File: config.mk
export PLATFORM = sky130hd
export DESIGN_NAME = msgbus_rx
export DESIGN_NICKNAME = d
export VERILOG_FILES = /design/src/rtl/msgbus_rx_pkg.sv /design/src/rtl/msgbus_env_track.sv /design/src/rtl/msgbus_hdr_decode.sv /design/src/rtl/msgbus_rx_ctrl.sv /design/src/rtl/msgbus_rx.sv
export SDC_FILE = /design/constraint.sdc
export NUM_CORES = 1
export LEC_CHECK = 0
export BUFFER_PORTS_ARGS = -buffer_cell sky130_fd_sc_hd__buf_2
export CAP_MARGIN = 20
export CORE_UTILIZATION = 48
export DETAILED_ROUTE_END_ITERATION = 10
export PLACE_DENSITY = 0.81
export SETUP_SLACK_MARGIN = 0.1
export SYNTH_ARGS = -nofsm -noshare
export SYNTH_HDL_FRONTEND = slang
export SYNTH_HIERARCHICAL = 1
export SYNTH_SLANG_ARGS = --single-unit
File: constraint.sdc
create_clock -name clk -period 1.8 [get_ports clk]
set_input_delay 0.18 -clock clk [delete_from_list [all_inputs] [get_ports clk]]
set_output_delay 0.18 -clock clk [all_outputs]
set_load 0.005 [all_outputs]
File: src/rtl/msgbus_rx_pkg.sv
package msgbus_rx_pkg;

    localparam int BUS_W      = 32;
    localparam int BCAST_BIT  = BUS_W - 1;
    localparam int FRAME_BIT  = BUS_W - 2;
    localparam int CODE_W     = 2;

    typedef logic [BUS_W-1:0] bus_word_t;

    typedef enum logic [CODE_W-1:0] {
        DONE_CLEAN = 2'd0,
        DONE_ABORT = 2'd1,
        DONE_TRUNC = 2'd2
    } done_code_e;

    typedef enum logic [2:0] {
        RX_IDLE,
        RX_WAIT_HDR,
        RX_TAKE,
        RX_SKIP,
        RX_ABORTED
    } rx_state_e;

    typedef struct packed {
        logic hit;
        logic frame;
    } hdr_info_t;

    typedef struct packed {
        logic      valid;
        logic      first;
        logic      status;
        bus_word_t data;
    } out_word_t;

    function automatic done_code_e pick_code(logic aborted, logic frame, logic eof_seen);
        if (aborted)
            return DONE_ABORT;
        else if (frame && !eof_seen)
            return DONE_TRUNC;
        else
            return DONE_CLEAN;
    endfunction

endpackage

File: src/rtl/msgbus_env_track.sv
module msgbus_env_track (
    input  logic clk,
    input  logic rst,
    input  logic env_n,
    output logic start
);
    // was the envelope asserted in the previous sampled cycle; reset to
    // "asserted" so an envelope already low at reset release is not a start
    logic was_on_q;

    always_ff @(posedge clk) begin
        if (rst)
            was_on_q <= 1'b1;
        else
            was_on_q <= !env_n;
    end

    assign start = !env_n && !was_on_q;

endmodule

File: src/rtl/msgbus_hdr_decode.sv
module msgbus_hdr_decode
    import msgbus_rx_pkg::*;
#(
    parameter int NODES   = 16,
    parameter int NODE_ID = 5
) (
    input  bus_word_t word,
    output hdr_info_t info
);
    logic own_bit;

    generate
        if (NODE_ID >= 0 && NODE_ID < NODES && NODE_ID < FRAME_BIT) begin : g_map
            assign own_bit = word[NODE_ID];
        end else begin : g_nomap
            assign own_bit = 1'b0;
        end
    endgenerate

    assign info.hit   = word[BCAST_BIT] | own_bit;
    assign info.frame = word[FRAME_BIT];

endmodule

File: src/rtl/msgbus_rx_ctrl.sv
module msgbus_rx_ctrl
    import msgbus_rx_pkg::*;
(
    input  logic       clk,
    input  logic       rst,
    input  logic       start,
    input  logic       env_n,
    input  logic       irdy,
    input  logic       eof_n,
    input  logic       buf_ready,
    input  bus_word_t  bus_data,
    input  hdr_info_t  info,
    output out_word_t  out_q,
    output logic       abort_n_q,
    output logic       done_valid_q,
    output done_code_e done_code_q
);
    rx_state_e state_q, state_d;
    logic      frame_q, frame_d;
    logic      eof_seen_q, eof_seen_d;
    logic      take_hdr;
    out_word_t out_d;
    logic      done_v_d;
    done_code_e done_c_d;

    always_comb begin
        state_d    = state_q;
        frame_d    = frame_q;
        eof_seen_d = eof_seen_q;
        take_hdr   = 1'b0;
        out_d      = '{valid: 1'b0, first: 1'b0, status: 1'b0, data: bus_data};
        done_v_d   = 1'b0;
        done_c_d   = DONE_CLEAN;

        unique case (state_q)
            RX_IDLE: begin
                if (start) begin
                    if (irdy) take_hdr = 1'b1;
                    else      state_d  = RX_WAIT_HDR;
                end
            end
            RX_WAIT_HDR: begin
                if (env_n)     state_d  = RX_IDLE;
                else if (irdy) take_hdr = 1'b1;
            end
            RX_TAKE: begin
                if (env_n) begin
                    done_v_d = 1'b1;
                    done_c_d = pick_code(1'b0, frame_q, eof_seen_q);
                    state_d  = RX_IDLE;
                end else if (irdy && !(frame_q && eof_seen_q)) begin
                    if (buf_ready) begin
                        out_d.valid  = 1'b1;
                        out_d.status = frame_q && !eof_n;
                        eof_seen_d   = frame_q && !eof_n;
                    end else begin
                        state_d = RX_ABORTED;
                    end
                end
            end
            RX_SKIP: begin
                if (env_n) state_d = RX_IDLE;
            end
            RX_ABORTED: begin
                if (env_n) begin
                    done_v_d = 1'b1;
                    done_c_d = pick_code(1'b1, frame_q, eof_seen_q);
                    state_d  = RX_IDLE;
                end
            end
            default: state_d = RX_IDLE;
        endcase

        if (take_hdr) begin
            frame_d    = info.frame;
            eof_seen_d = 1'b0;
            if (!info.hit) begin
                state_d = RX_SKIP;
            end else if (buf_ready) begin
                out_d.valid = 1'b1;
                out_d.first = 1'b1;
                state_d     = RX_TAKE;
            end else begin
                state_d = RX_ABORTED;
            end
        end
    end

    always_ff @(posedge clk) begin
        if (rst) begin
            state_q      <= RX_IDLE;
            frame_q      <= 1'b0;
            eof_seen_q   <= 1'b0;
            out_q        <= '0;
            abort_n_q    <= 1'b1;
            done_valid_q <= 1'b0;
            done_code_q  <= DONE_CLEAN;
        end else begin
            state_q      <= state_d;
            frame_q      <= frame_d;
            eof_seen_q   <= eof_seen_d;
            out_q.valid  <= out_d.valid;
            out_q.first  <= out_d.first;
            out_q.status <= out_d.status;
            if (out_d.valid)
                out_q.data <= out_d.data;
            abort_n_q    <= (state_d != RX_ABORTED);
            done_valid_q <= done_v_d;
            done_code_q  <= done_c_d;
        end
    end

endmodule

File: src/rtl/msgbus_rx.sv
module msgbus_rx
    import msgbus_rx_pkg::*;
#(
    parameter int NODES   = 16,
    parameter int NODE_ID = 5
) (
    input  logic              clk,
    input  logic              rst,
    input  logic [BUS_W-1:0]  bus_data,
    input  logic              env_n,
    input  logic              eof_n,
    input  logic              irdy,
    input  logic              buf_ready,
    output logic              abort_n,
    output logic              word_valid,
    output logic [BUS_W-1:0]  word_data,
    output logic              word_first,
    output logic              word_status,
    output logic              done_valid,
    output logic [CODE_W-1:0] done_code
);
    logic       start;
    hdr_info_t  info;
    out_word_t  out_q;
    done_code_e code_q;

    msgbus_env_track u_env (
        .clk   (clk),
        .rst   (rst),
        .env_n (env_n),
        .start (start)
    );

    msgbus_hdr_decode #(
        .NODES   (NODES),
        .NODE_ID (NODE_ID)
    ) u_hdr (
        .word (bus_data),
        .info (info)
    );

    msgbus_rx_ctrl u_ctrl (
        .clk          (clk),
        .rst          (rst),
        .start        (start),
        .env_n        (env_n),
        .irdy         (irdy),
        .eof_n        (eof_n),
        .buf_ready    (buf_ready),
        .bus_data     (bus_data),
        .info         (info),
        .out_q        (out_q),
        .abort_n_q    (abort_n),
        .done_valid_q (done_valid),
        .done_code_q  (code_q)
    );

    assign word_valid  = out_q.valid;
    assign word_data   = out_q.data;
    assign word_first  = out_q.first;
    assign word_status = out_q.status;
    assign done_code   = code_q;

endmodule

# --- Word-level counts from Yosys, hierarchy flattened ---
# Index checks and enable logic that the tools add are counted.
word_totals:
  word_cells: 68
  ff_bits: 45
  out_inout_bits: 39
  inputBits: 38
  memories: 0
  latch_bits: 0
  rom_bits: 0
  ram_bits: 0
classes:
  mux: 26
  n_mul: 0
  bitwise_logic: 8
  n_reduce_logical: 18
  addsub: 0
  shift: 0
  div_mod_pow: 0
  n_lt_le_gt_ge: 0
  eq_ne: 5
op_table:
  columns: ["operator", "count"]
  rows:
  - ["2-to-1 mux 3 bit", 9]
  - ["2-to-1 mux 2 bit", 5]
  - ["2-to-1 mux 1 bit", 9]
  - ["one-hot mux 3 bit (3 select lines)", 1]
  - ["inverter 1 bit", 7]
  - ["equality test 3 x 2 -> 1 bit, second input constant", 2]
  - ["OR reduction 2 bit", 3]
  - ["OR reduction 3 bit", 2]
  - ["logical AND 1 bit", 5]
  - ["zero test 1 bit", 5]
  - ["OR reduction 5 bit", 1]
  - ["one-hot mux 2 bit (2 select lines)", 1]
  - ["AND reduction 4 bit", 1]
  - ["equality test 3 x 1 -> 1 bit, second input constant", 1]
  - ["equality test 3 bit, second input constant", 1]
  - ["zero test 3 bit", 1]
  - ["inequality test 3 bit, second input constant", 1]
  - ["one-hot mux 1 bit (2 select lines)", 1]
  - ["bitwise OR 1 bit", 1]

# --- Depth between registers and ports, before layout ---
# Gate-level depths: netlist of the first run.
depth:
  ltp_word: 9
  mapped_depth: 7

# --- Modules after synthesis ---
# The synthesis of the first run kept the hierarchy.
by_module_without_submodules:
  columns: ["mod", "seq_area_each_um2", "area_per_inst_um2", "cells_per_inst", "n_inst"]
  rows:
  - ["msgbus_rx_ctrl", 880.8, 1993.2, 192, 1]
  - ["msgbus_env_track", 20.0, 30.0, 3, 1]
  - ["msgbus_hdr_decode", 0.0, 13.8, 2, 1]

# --- Worst setup path before layout of the first run ---
# Ideal clock, no wire load.
synth_path:
  kind: "register to register"
  startpoint: "reg u_ctrl.state_q[1]"
  endpoint: "reg, netlist name u_ctrl/out_q[0]"
  stages_incl_launch_ff: 7
  setup_slack_ps: 377
  path_buffers: 2
  synth_period_minus_slack_ps: 1423
  arrival_time_ps: 1351
  path_cell_list: "dfxtp_1 nor4bb_1 a21boi_2 o21a_1 buf_6 buf_12 mux2i_1"
synth_via:
  elab_chain_cells: 5
  elab_cells_between_ends: 8
synth_lines:
  columns: ["element", "line_no", "source"]
  rows:
  - ["start, declared", "msgbus_rx_ctrl.sv:18", "rx_state_e state_q, state_d;"]
  - ["start signal, assigned", "msgbus_rx_ctrl.sv:99", "state_q <= state_d;"]
  - ["equality test 3 x 2 -> 1 bit", "msgbus_rx_ctrl.sv:35", "unique case (state_q)"]
  - ["2-to-1 mux 1 bit", "msgbus_rx_ctrl.sv:35", null]
  - ["2-to-1 mux 2 bit", "msgbus_rx_ctrl.sv:79", "end else if (buf_ready) begin"]
  - ["2-to-1 mux 2 bit", "msgbus_rx_ctrl.sv:77", "if (!info.hit) begin"]
  - ["2-to-1 mux 2 bit (*)", "msgbus_rx_ctrl.sv:74", "if (take_hdr) begin"]
# Mark *: on every way between the ends. The rest lies on a longest branch, timed or not.
# A chain may end at the register's enable or synchronous reset.

# --- Final worst setup path of the first run ---
layout_path:
  startpoint: "reg u_ctrl.state_q[2]"
  endpoint: "reg, netlist name u_ctrl/out_q[22]"
layout_via:
  elab_chain_cells: 5
  elab_cells_between_ends: 8
layout_lines:
  columns: ["element", "line_no"]
  rows:
  - ["equality test 3 x 2 -> 1 bit", "msgbus_rx_ctrl.sv:35"]
  - ["2-to-1 mux 1 bit", "msgbus_rx_ctrl.sv:35"]
  - ["2-to-1 mux 2 bit", "msgbus_rx_ctrl.sv:79"]
  - ["2-to-1 mux 2 bit", "msgbus_rx_ctrl.sv:77"]
  - ["2-to-1 mux 2 bit (*)", "msgbus_rx_ctrl.sv:74"]
# Marked as above.

==> results of run 1 <==
==> worst min-delay path by stage <==
stage                     start               end  slack [ns]  cells past startpoint
after detailed placement  eof_n  u_ctrl/out_q[32]        0.39                      2
after global routing      eof_n  u_ctrl/out_q[32]        0.09                      2
after global placement    eof_n  u_ctrl/out_q[32]        0.39                      2
final                     eof_n  u_ctrl/out_q[32]        0.08                      2
after floorplan           env_n    u_env/was_on_q        0.25                      1
after CTS                 eof_n  u_ctrl/out_q[32]        0.07                      2
==> synth_stat cells (all sizes together), types with 3 or more instances <==
| cell type | instances | area, um2 |
|---|---|---|
| dfxtp | 45 | 900.9 |
| nor2 | 7 | 26.28 |
| clkbuf | 8 | 30.03 |
| nand2b | 70 | 440.4 |
| buf | 5 | 78.83 |
| mux2i | 34 | 340.3 |
| o21ai | 3 | 15.01 |
==> layer usage <==
metal	track usage, %	part of all wire, %	vias to the layer above
met3	6.588	7.0	5
met5	0	0	-
met4	7.447	1.2	0
met1	23.85	48	672
li1	-	-	792
met2	26.75	44	49
==> state kept, by name, indices dropped and copies added (netlist names) <==
name,count
u_ctrl/abort_n_q,1
u_ctrl/done_code_q,2
u_ctrl/done_valid_q,1
u_ctrl/eof_seen_q,1
u_ctrl/frame_q,1
u_ctrl/out_q,35
u_ctrl/state_q,3
u_env/was_on_q,1
==> power breakdown <==
group / switching [mW] / total (mW) / internal [mW]
Sequential: 0.0115 / 1.02 / 1.01
Combinational: 0.0767 / 0.178 / 0.102
Clock: 0.319 / 0.623 / 0.305
==> cell families after synthesis <==
group,Yosys count,share of synthesized area (%)
multiplexers,34,16.71
buffers and inverters,15,5.713
AO/OA/AOI/OAI,12,5.467
AND/OR/NAND/NOR,91,27.89
flip-flops,45,44.23
==> final cells by class <==
type / count / area [um2]
clock buffer: 7 / 86.33
inverter: 2 / 7.507
sequential: 45 / 902.1
timing repair buffer: 79 / 427.9
tap: 50 / 62.56
multi-input combinational: 137 / 1036
fill: 353 / 1506
==> timing repair <==
action | in CTS | in global routing
gates resized for setup | 0 | 3
setup endpoints to repair | 0 | 18
buffers inserted | 0 | 0
==> stage by stage <==
step           instance area, um2  power [mW]  hold WS, ns  cells  utilization (%)
3_5_place_dp                 2420       1.223       0.3918    313            60.06
5_1_grt                      2522       1.914      0.08961    320            62.61
6_report                     2522       1.825      0.08280    320            62.61
3_3_place_gp                 2420       1.221       0.3884    313            60.06
4_1_cts                      2506       1.854      0.06945    320            62.21
2_1_floorplan                2037       1.156       0.2530    197                -
==> flow_summary.toml, run 1 <==
[setup_path]
end_kind = "flip-flop"
reg2regPathDepth = 5
worst-path-buf-inv = 1
worstSetupStartpointType = "flip-flop"
crit_path_max_incr_delay_ns = 0.40
path_cells = "nor4bb_2 > a21boi_2 > o21a_2 > buf_4 > mux2i_1"
crit_path_end = "u_ctrl/out_q[22]"
critPathLaunch = "u_ctrl/state_q[2]"
slowest_stage = "dfxtp_1"
critPathTopFamily = "flip-flops"
cp.required_ns = 2.02
r2r-start = "u_ctrl/state_q[2]"
critPathMaxFanout = 10
cp_num_cells = 5
r2r_end = "u_ctrl/out_q[22]"
timing.reg2reg.setup_slack_ns = 0.19
critPathKind = "flip-flop to flip-flop"
worstPathArrival_ns = 1.83

[clock_network]
cts_tree = "yes"
hold_buffers = 0
clockBufferDepth = 2
cts.sinks = 45
root_buffer = "clkbuf_8"
h-tree-depth = 2
clock_latency_ns = 0.29
cts_buffers = 5
clk_pin_slew_ns = 0.08

[cells_and_area]
syn_to_final_growth_pct = 23.83
mostFrequentLayoutCells = "buf_2, nand2b_1, dfxtp_1"
diodes = 0
layout.nets = 308
final_common_cell = "buf_2"
drive_gt1_share_pct = 34.81

[min_path]
hold_path_class = "primary input to flip-flop"

[global_route]
grt.total_usage_pct = 18.16
antenna_found_initial = 0
grt_pass1_wl_um = 6210
grt_max_degree = 49
first_global_vias = 1400
gr-total-overflow = 0

[timing]
worstMarginPinSlew_ns = 0.3870
slew_headroom_pct = 74.20
finalCriticalPeriod_ns = 1.611
finClkSkew_ns = 0.002793
setup_viol = 0
finalHoldViolCount = 0
drv_slew = 0
tns_ns = 0
fin_ws_ns = 0.1889
max_freq_mhz = 620.7
post-route-period-util_pct = 89.50
rsz0062_at_grt = "false"

[synthesis]
synthCells = 197
synth_area_um2 = 2037
ys.flop_type = "dfxtp_1"
ys_ff_latch = 45
syn_area_per_cell_um2 = 10.34
async_flop_share_pct = 0
yosys_warnings = 6
syn_nets = 235
synthDistinctLibCells = 31
yosysSeqAreaShare_pct = 44.23
synth_edf_count = 0

[floorplan]
rows = 23
start_util_pct = 50.56
die_w_um = 67.15
ios = 77
core-area_um2 = 4029
dieArea_um2 = 4508
die_y_um = 67.15

[place]
dp_hpwl_um = 2608
routabilityCongestion = 0.7527
dp_slack_ns = 0.1637
io_buffers = 76

[pwr]
max-vdd-ir-drop_v = 0.0003465
power.density_nw_per_um2 = 723.5
p_leak_nw = 1.059

[outcome]
status = "finished clean"

[routing]
wl_per_cell_um = 11.70
antenna_left = 0
dr.pass1.iters = 4
post_drt_via_cell_ratio = 4.744
drc = 0
vias = 1518
drtIter0Drc = 50
routed_wl_um = 3743

[run]
cap_violations = 0
Note: power is estimated with default switching activity, not from simulation.
==> inputs of run 2 (changes only) <==
CORE_UTILIZATION = 25   (was 48)
PLACE_DENSITY = 0.46   (was 0.81)
==> run 2 against run 1 <==
Via count is 0.20% higher. Routed wire length up 9.7%. Clock-buffer cell count stayed put. Clock power about the same. Setup slack better by 0.039 ns. Sequential cell count unchanged. Hold slack worse by 0.0069 ns. Non-clock buffer count is 1 higher. Global-route usage is 8.4 points lower. Critical path depth is the same. Fmax up 2.5%. Largest cell class unchanged. Largest power group unchanged.
==> flow_summary.toml, run 2 (synthesis gave the netlist of run 1 again) <==
[global_route]
first_global_vias = 1362
grt_pass1_wl_um = 6396
grt.total_usage_pct = 9.720
grt_max_degree = 30
gr-total-overflow = 0
antenna_found_initial = 0

[cells_and_area]
largest_reg_flops = 35
final_common_cell = "buf_2"
fillers = 864
mostFrequentLayoutCells = "buf_2, nand2b_1, dfxtp_1"
multi_input_area_um2 = 1027
layout.nets = 309
regMostFlops = "u_ctrl/out_q"
diodes = 0
reg_top3 = "u_ctrl/out_q: 35 flops, u_ctrl/state_q: 3 flops, u_ctrl/done_code_q: 2 flops"
regArea_um2 = 902.1
syn_to_final_growth_pct = 26.35
drive_gt1_share_pct = 35.06

[timing]
finalCriticalPeriod_ns = 1.572
max_freq_mhz = 636.1
fin_ws_ns = 0.2280
finClkSkew_ns = 0.007229
drv_slew = 0
setup_viol = 0
slew_headroom_pct = 72.66
rsz0062_at_grt = "true"
worstMarginPinSlew_ns = 0.4102
post-route-period-util_pct = 87.33
finalHoldViolCount = 0
holdWs_ns = 0.07592
tns_ns = 0

[clock_network]
clk_pin_slew_ns = 0.08
root_buffer = "clkbuf_8"
hold_buffers = 0
h-tree-depth = 2
clockBufferDepth = 2
cts_tree = "yes"
clock_latency_ns = 0.29
cts_buffers = 5
cts.sinks = 45

[setup_path]
path_cells = "a21bo_2 > nor4_2 > o21a_2 > buf_12 > mux2i_1"
worstPathArrival_ns = 1.79
cp.required_ns = 2.02
end_kind = "flip-flop"
critPathMaxFanout = 24
timing.reg2reg.setup_slack_ns = 0.23
reg2regPathDepth = 5
crit_path_max_incr_delay_ns = 0.33
critPathKind = "flip-flop to flip-flop"
worstSetupStartpointType = "flip-flop"
worst-path-buf-inv = 1
slowest_stage = "dfxtp_1"
critPathTopFamily = "compound AO/OA/AOI/OAI gates"
r2r-start = "u_ctrl/frame_q"
r2r_end = "u_ctrl/out_q[28]"

[min_path]
min_from = "eof_n"
hold_path_class = "primary input to flip-flop"
holdPathStages = 2
min_to = "u_ctrl/out_q[32]"

[pwr]
power.density_nw_per_um2 = 709.9
max-vdd-ir-drop_v = 0.0003103
p_leak_nw = 1.059

[floorplan]
die_y_um = 92.27
dieArea_um2 = 8513
rows = 32
ios = 77
die_w_um = 92.27
start_util_pct = 26.09
core-area_um2 = 7807

[place]
routabilityCongestion = 0.6919
io_buffers = 76
dp_hpwl_um = 2911
dp_slack_ns = 0.1835

[outcome]
status = "finished clean"

[routing]
vias = 1521
wl_per_cell_um = 11.01
routed_wl_um = 4105
antenna_left = 0
drc = 0
post_drt_via_cell_ratio = 4.078
dr.pass1.iters = 4
drtIter0Drc = 42

[run]
cap_violations = 0
==> run 2: changes by cell type in the layout (fill, tap and decap cells not counted) <==
cell,previous run,this run
buf_12,2,1
buf_4,1,3
nor4_2,0,1
nor4_4,1,0
==> run 2: how the worst max path moves through the flow <==
stage                            startpoint                to  slack (ns)  cells after the start
after global routing         u_ctrl/frame_q  u_ctrl/out_q[28]        0.09                      5
after CTS                    u_ctrl/frame_q  u_ctrl/out_q[14]        0.18                      5
after detailed placement        bus_data[5]  u_ctrl/out_q[14]        0.18                      7
final                        u_ctrl/frame_q  u_ctrl/out_q[28]        0.23                      5
after floorplan           u_ctrl/state_q[1]   u_ctrl/out_q[0]        0.38                      6
after global placement         bus_data[31]  u_ctrl/out_q[26]        0.13                      7
==> run 2: area by class of cell <==
class / count / share of cell area [%]
multi-input cells: 137 / 39.91
flip-flops and latches: 45 / 35.05
repair buffers: 80 / 16.43
well taps: 102 / 4.959
clock buffers: 7 / 3.354
inverters: 2 / 0.2917
==> run 2: per-stage QoR <==
step                      utilization [%]  total power, mW  cells  area [um2]
after floorplan                         -            1.156    197        2037
after global placement              31.76            1.228    366        2480
after detailed placement            31.76            1.226    366        2480
after CTS                           32.87            1.873    373        2566
after global routing                32.96            1.936    373        2574
final                               32.96            1.827    373        2574
==> run 2: what timing repair did <==
action                                  CTS  global route
gates resized for setup                   0             2
endpoints found under the hold margin     0             0
buffers inserted                          0             0
endpoints found under the setup margin    0             8
==> run 2: routing by layer <==
layer  up-vias  part of all wire (%)  wire length (um)  track usage, %
met1       680                    47              1929           12.06
met5         -                     0                 0               0
met3         5                   6.7               273           3.648
met2        45                    45              1848           15.30
met4         0                   1.3                53           3.516
li1        791                     -                 -               -
==> run 2: power breakdown <==
| part | internal, mW | leakage, nW | switching (mW) |
|---|---|---|---|
| combinational | 0.0999 | 0.651 | 0.0780 |
| clock | 0.305 | 0.0443 | 0.321 |
| sequential | 1.01 | 0.364 | 0.0110 |
| total | 1.42 | 1.06 | 0.410 |
==> inputs of run 3 (changes only) <==
RECOVER_POWER = 50   (was default)
==> run 3 against run 2 <==
Register-to-register slack about the same. Fmax about the same. Cell area decreased by 0.53%. Critical endpoint unchanged. Largest power group unchanged.
==> flow_summary.toml, run 3 (synthesis gave the netlist of run 1 again) <==
[outcome]
status = "finished clean"

[pwr]
max-vdd-ir-drop_v = 0.0003104
p_leak_nw = 1.013
p_switching_mw = 0.4102
swShare_pct = 22.46
power.density_nw_per_um2 = 713.3
pwr-share-seq_pct = 56.0
p_int_mw = 1.416
clkPwrFrac_pct = 34.3
pwr-share-comb_pct = 9.7

[routing]
routed_wl_um = 4106
vias = 1522
drtIter0Drc = 42
post_drt_via_cell_ratio = 4.080
antenna_left = 0
dr.pass1.iters = 4
drc = 0
wl_per_cell_um = 11.01

[setup_path]
critPathKind = "flip-flop to flip-flop"
critPathMaxFanout = 24
r2r_end = "u_ctrl/out_q[28]"
crit_path_end = "u_ctrl/out_q[28]"
timing.reg2reg.setup_slack_ns = 0.23
critPathLaunch = "u_ctrl/frame_q"
r2r-start = "u_ctrl/frame_q"
reg2regPathDepth = 5
cp.required_ns = 2.02
worstPathArrival_ns = 1.79
end_kind = "flip-flop"
worstSetupStartpointType = "flip-flop"

[global_route]
antenna_found_initial = 0
use_met1_pct = 12.06
grt_pass1_wl_um = 6396
busiest_layer = "met2"
grt.total_usage_pct = 9.720
grt_max_degree = 30
first_global_vias = 1362
gr-total-overflow = 0
use_met2_pct = 15.30
grt_use_met3_pct = 3.648

[timing]
finalHoldViolCount = 0
rsz0062_at_grt = "true"
fin_ws_ns = 0.2283
finClkSkew_ns = 0.007324
post-route-period-util_pct = 87.31
worstMarginPinSlew_ns = 0.9069
slew_headroom_pct = 39.54
setup_viol = 0
drv_slew = 0
finalCriticalPeriod_ns = 1.572
max_freq_mhz = 636.3
holdWs_ns = 0.07592
tns_ns = 0

[floorplan]
die_y_um = 92.27
die_w_um = 92.27
start_util_pct = 26.09
ios = 77
core-area_um2 = 7807
dieArea_um2 = 8513
rows = 32

[cells_and_area]
syn_to_final_growth_pct = 25.68
fillers = 862
multi_input_area_um2 = 1027
mostFrequentLayoutCells = "nand2b_1, buf_2, dfxtp_1"
fin_cells = 373
reg_top3 = "u_ctrl/out_q: 35 flops, u_ctrl/state_q: 3 flops, u_ctrl/done_code_q: 2 flops"
diodes = 0
drive_gt1_share_pct = 31.00
layout.nets = 309
final_common_cell = "nand2b_1"
regMostFlops = "u_ctrl/out_q"
regArea_um2 = 902.1
largest_reg_flops = 35

[clock_network]
root_buffer = "clkbuf_8"
clk_pin_slew_ns = 0.08
clock_latency_ns = 0.29
cts.sinks = 45
cts_tree = "yes"
h-tree-depth = 2
cts_buffers = 5
postCtsSetupBuffers = 0
clockBufferDepth = 2

[place]
dp_slack_ns = 0.1835
dp_cells = 366
dp_hpwl_um = 2911
io_buffers = 76
routabilityCongestion = 0.6919

[run]
cap_violations = 0

[min_path]
hold_path_class = "primary input to flip-flop"
## run 3: cell count changes in the layout (fill, tap and decap cells not counted), sizes merged
cell    change
buf        -10
clkbuf     +10
## run 3: final cells by class
class / instances / area share, %
inverters: 2 / 0.2933
well taps: 102 / 4.985
flip-flops and latches: 45 / 35.24
multi-input cells: 137 / 40.13
clock buffers: 7 / 3.372
repair buffers: 80 / 15.98
## run 3: per-layer routing
metal / wire (um) / vias to the layer above
met2: 1848 / 45
li1: - / 791
met3: 266 / 5
met1: 1938 / 681
met5: 0 / -
met4: 53 / 0
## run 3: worst max-delay path, stage by stage (launching register included)
cell and delay, ns:
dfxtp_1 0.33, a21bo_2 0.24, nor4_2 0.28, o21a_2 0.23, buf_12 0.21, mux2i_1 0.20
## run 3: worst min path at each step
stage / depth (start not counted) / from / slack, ns / to
2_1_floorplan: 1 / env_n / 0.25 / u_env/was_on_q
3_3_place_gp: 2 / eof_n / 0.38 / u_ctrl/out_q[32]
3_5_place_dp: 2 / eof_n / 0.38 / u_ctrl/out_q[32]
4_1_cts: 2 / eof_n / 0.06 / u_ctrl/out_q[32]
5_1_grt: 2 / eof_n / 0.05 / u_ctrl/out_q[32]
6_report: 2 / eof_n / 0.08 / u_ctrl/out_q[32]
## run 3: what timing repair did
| action | CTS | global route |
|---|---|---|
| gates resized for setup | 0 | 2 |
| endpoints found under the setup margin | 0 | 8 |
| hold buffers | 0 | 0 |
## run 3: stage by stage
| stage | power (mW) | utilization [%] | area [um2] |
|---|---|---|---|
| 3_3_place_gp | 1.228 | 31.76 | 2480 |
| 2_1_floorplan | 1.156 | - | 2037 |
| 5_1_grt | 1.935 | 32.79 | 2560 |
| 6_report | 1.826 | 32.79 | 2560 |
| 4_1_cts | 1.873 | 32.87 | 2566 |
| 3_5_place_dp | 1.226 | 31.76 | 2480 |
## run 3: power by group through the flow
| stage | sequential (mW) | combinational [mW] | clock, mW |
|---|---|---|---|
| 3_5_place_dp | 1.05 | 0.180 | 0 |
| 2_1_floorplan | 1.05 | 0.109 | 0 |
| 6_report | 1.02 | 0.177 | 0.626 |
| 4_1_cts | 1.02 | 0.181 | 0.670 |
| 3_3_place_gp | 1.05 | 0.181 | 0 |
| 5_1_grt | 1.03 | 0.198 | 0.712 |
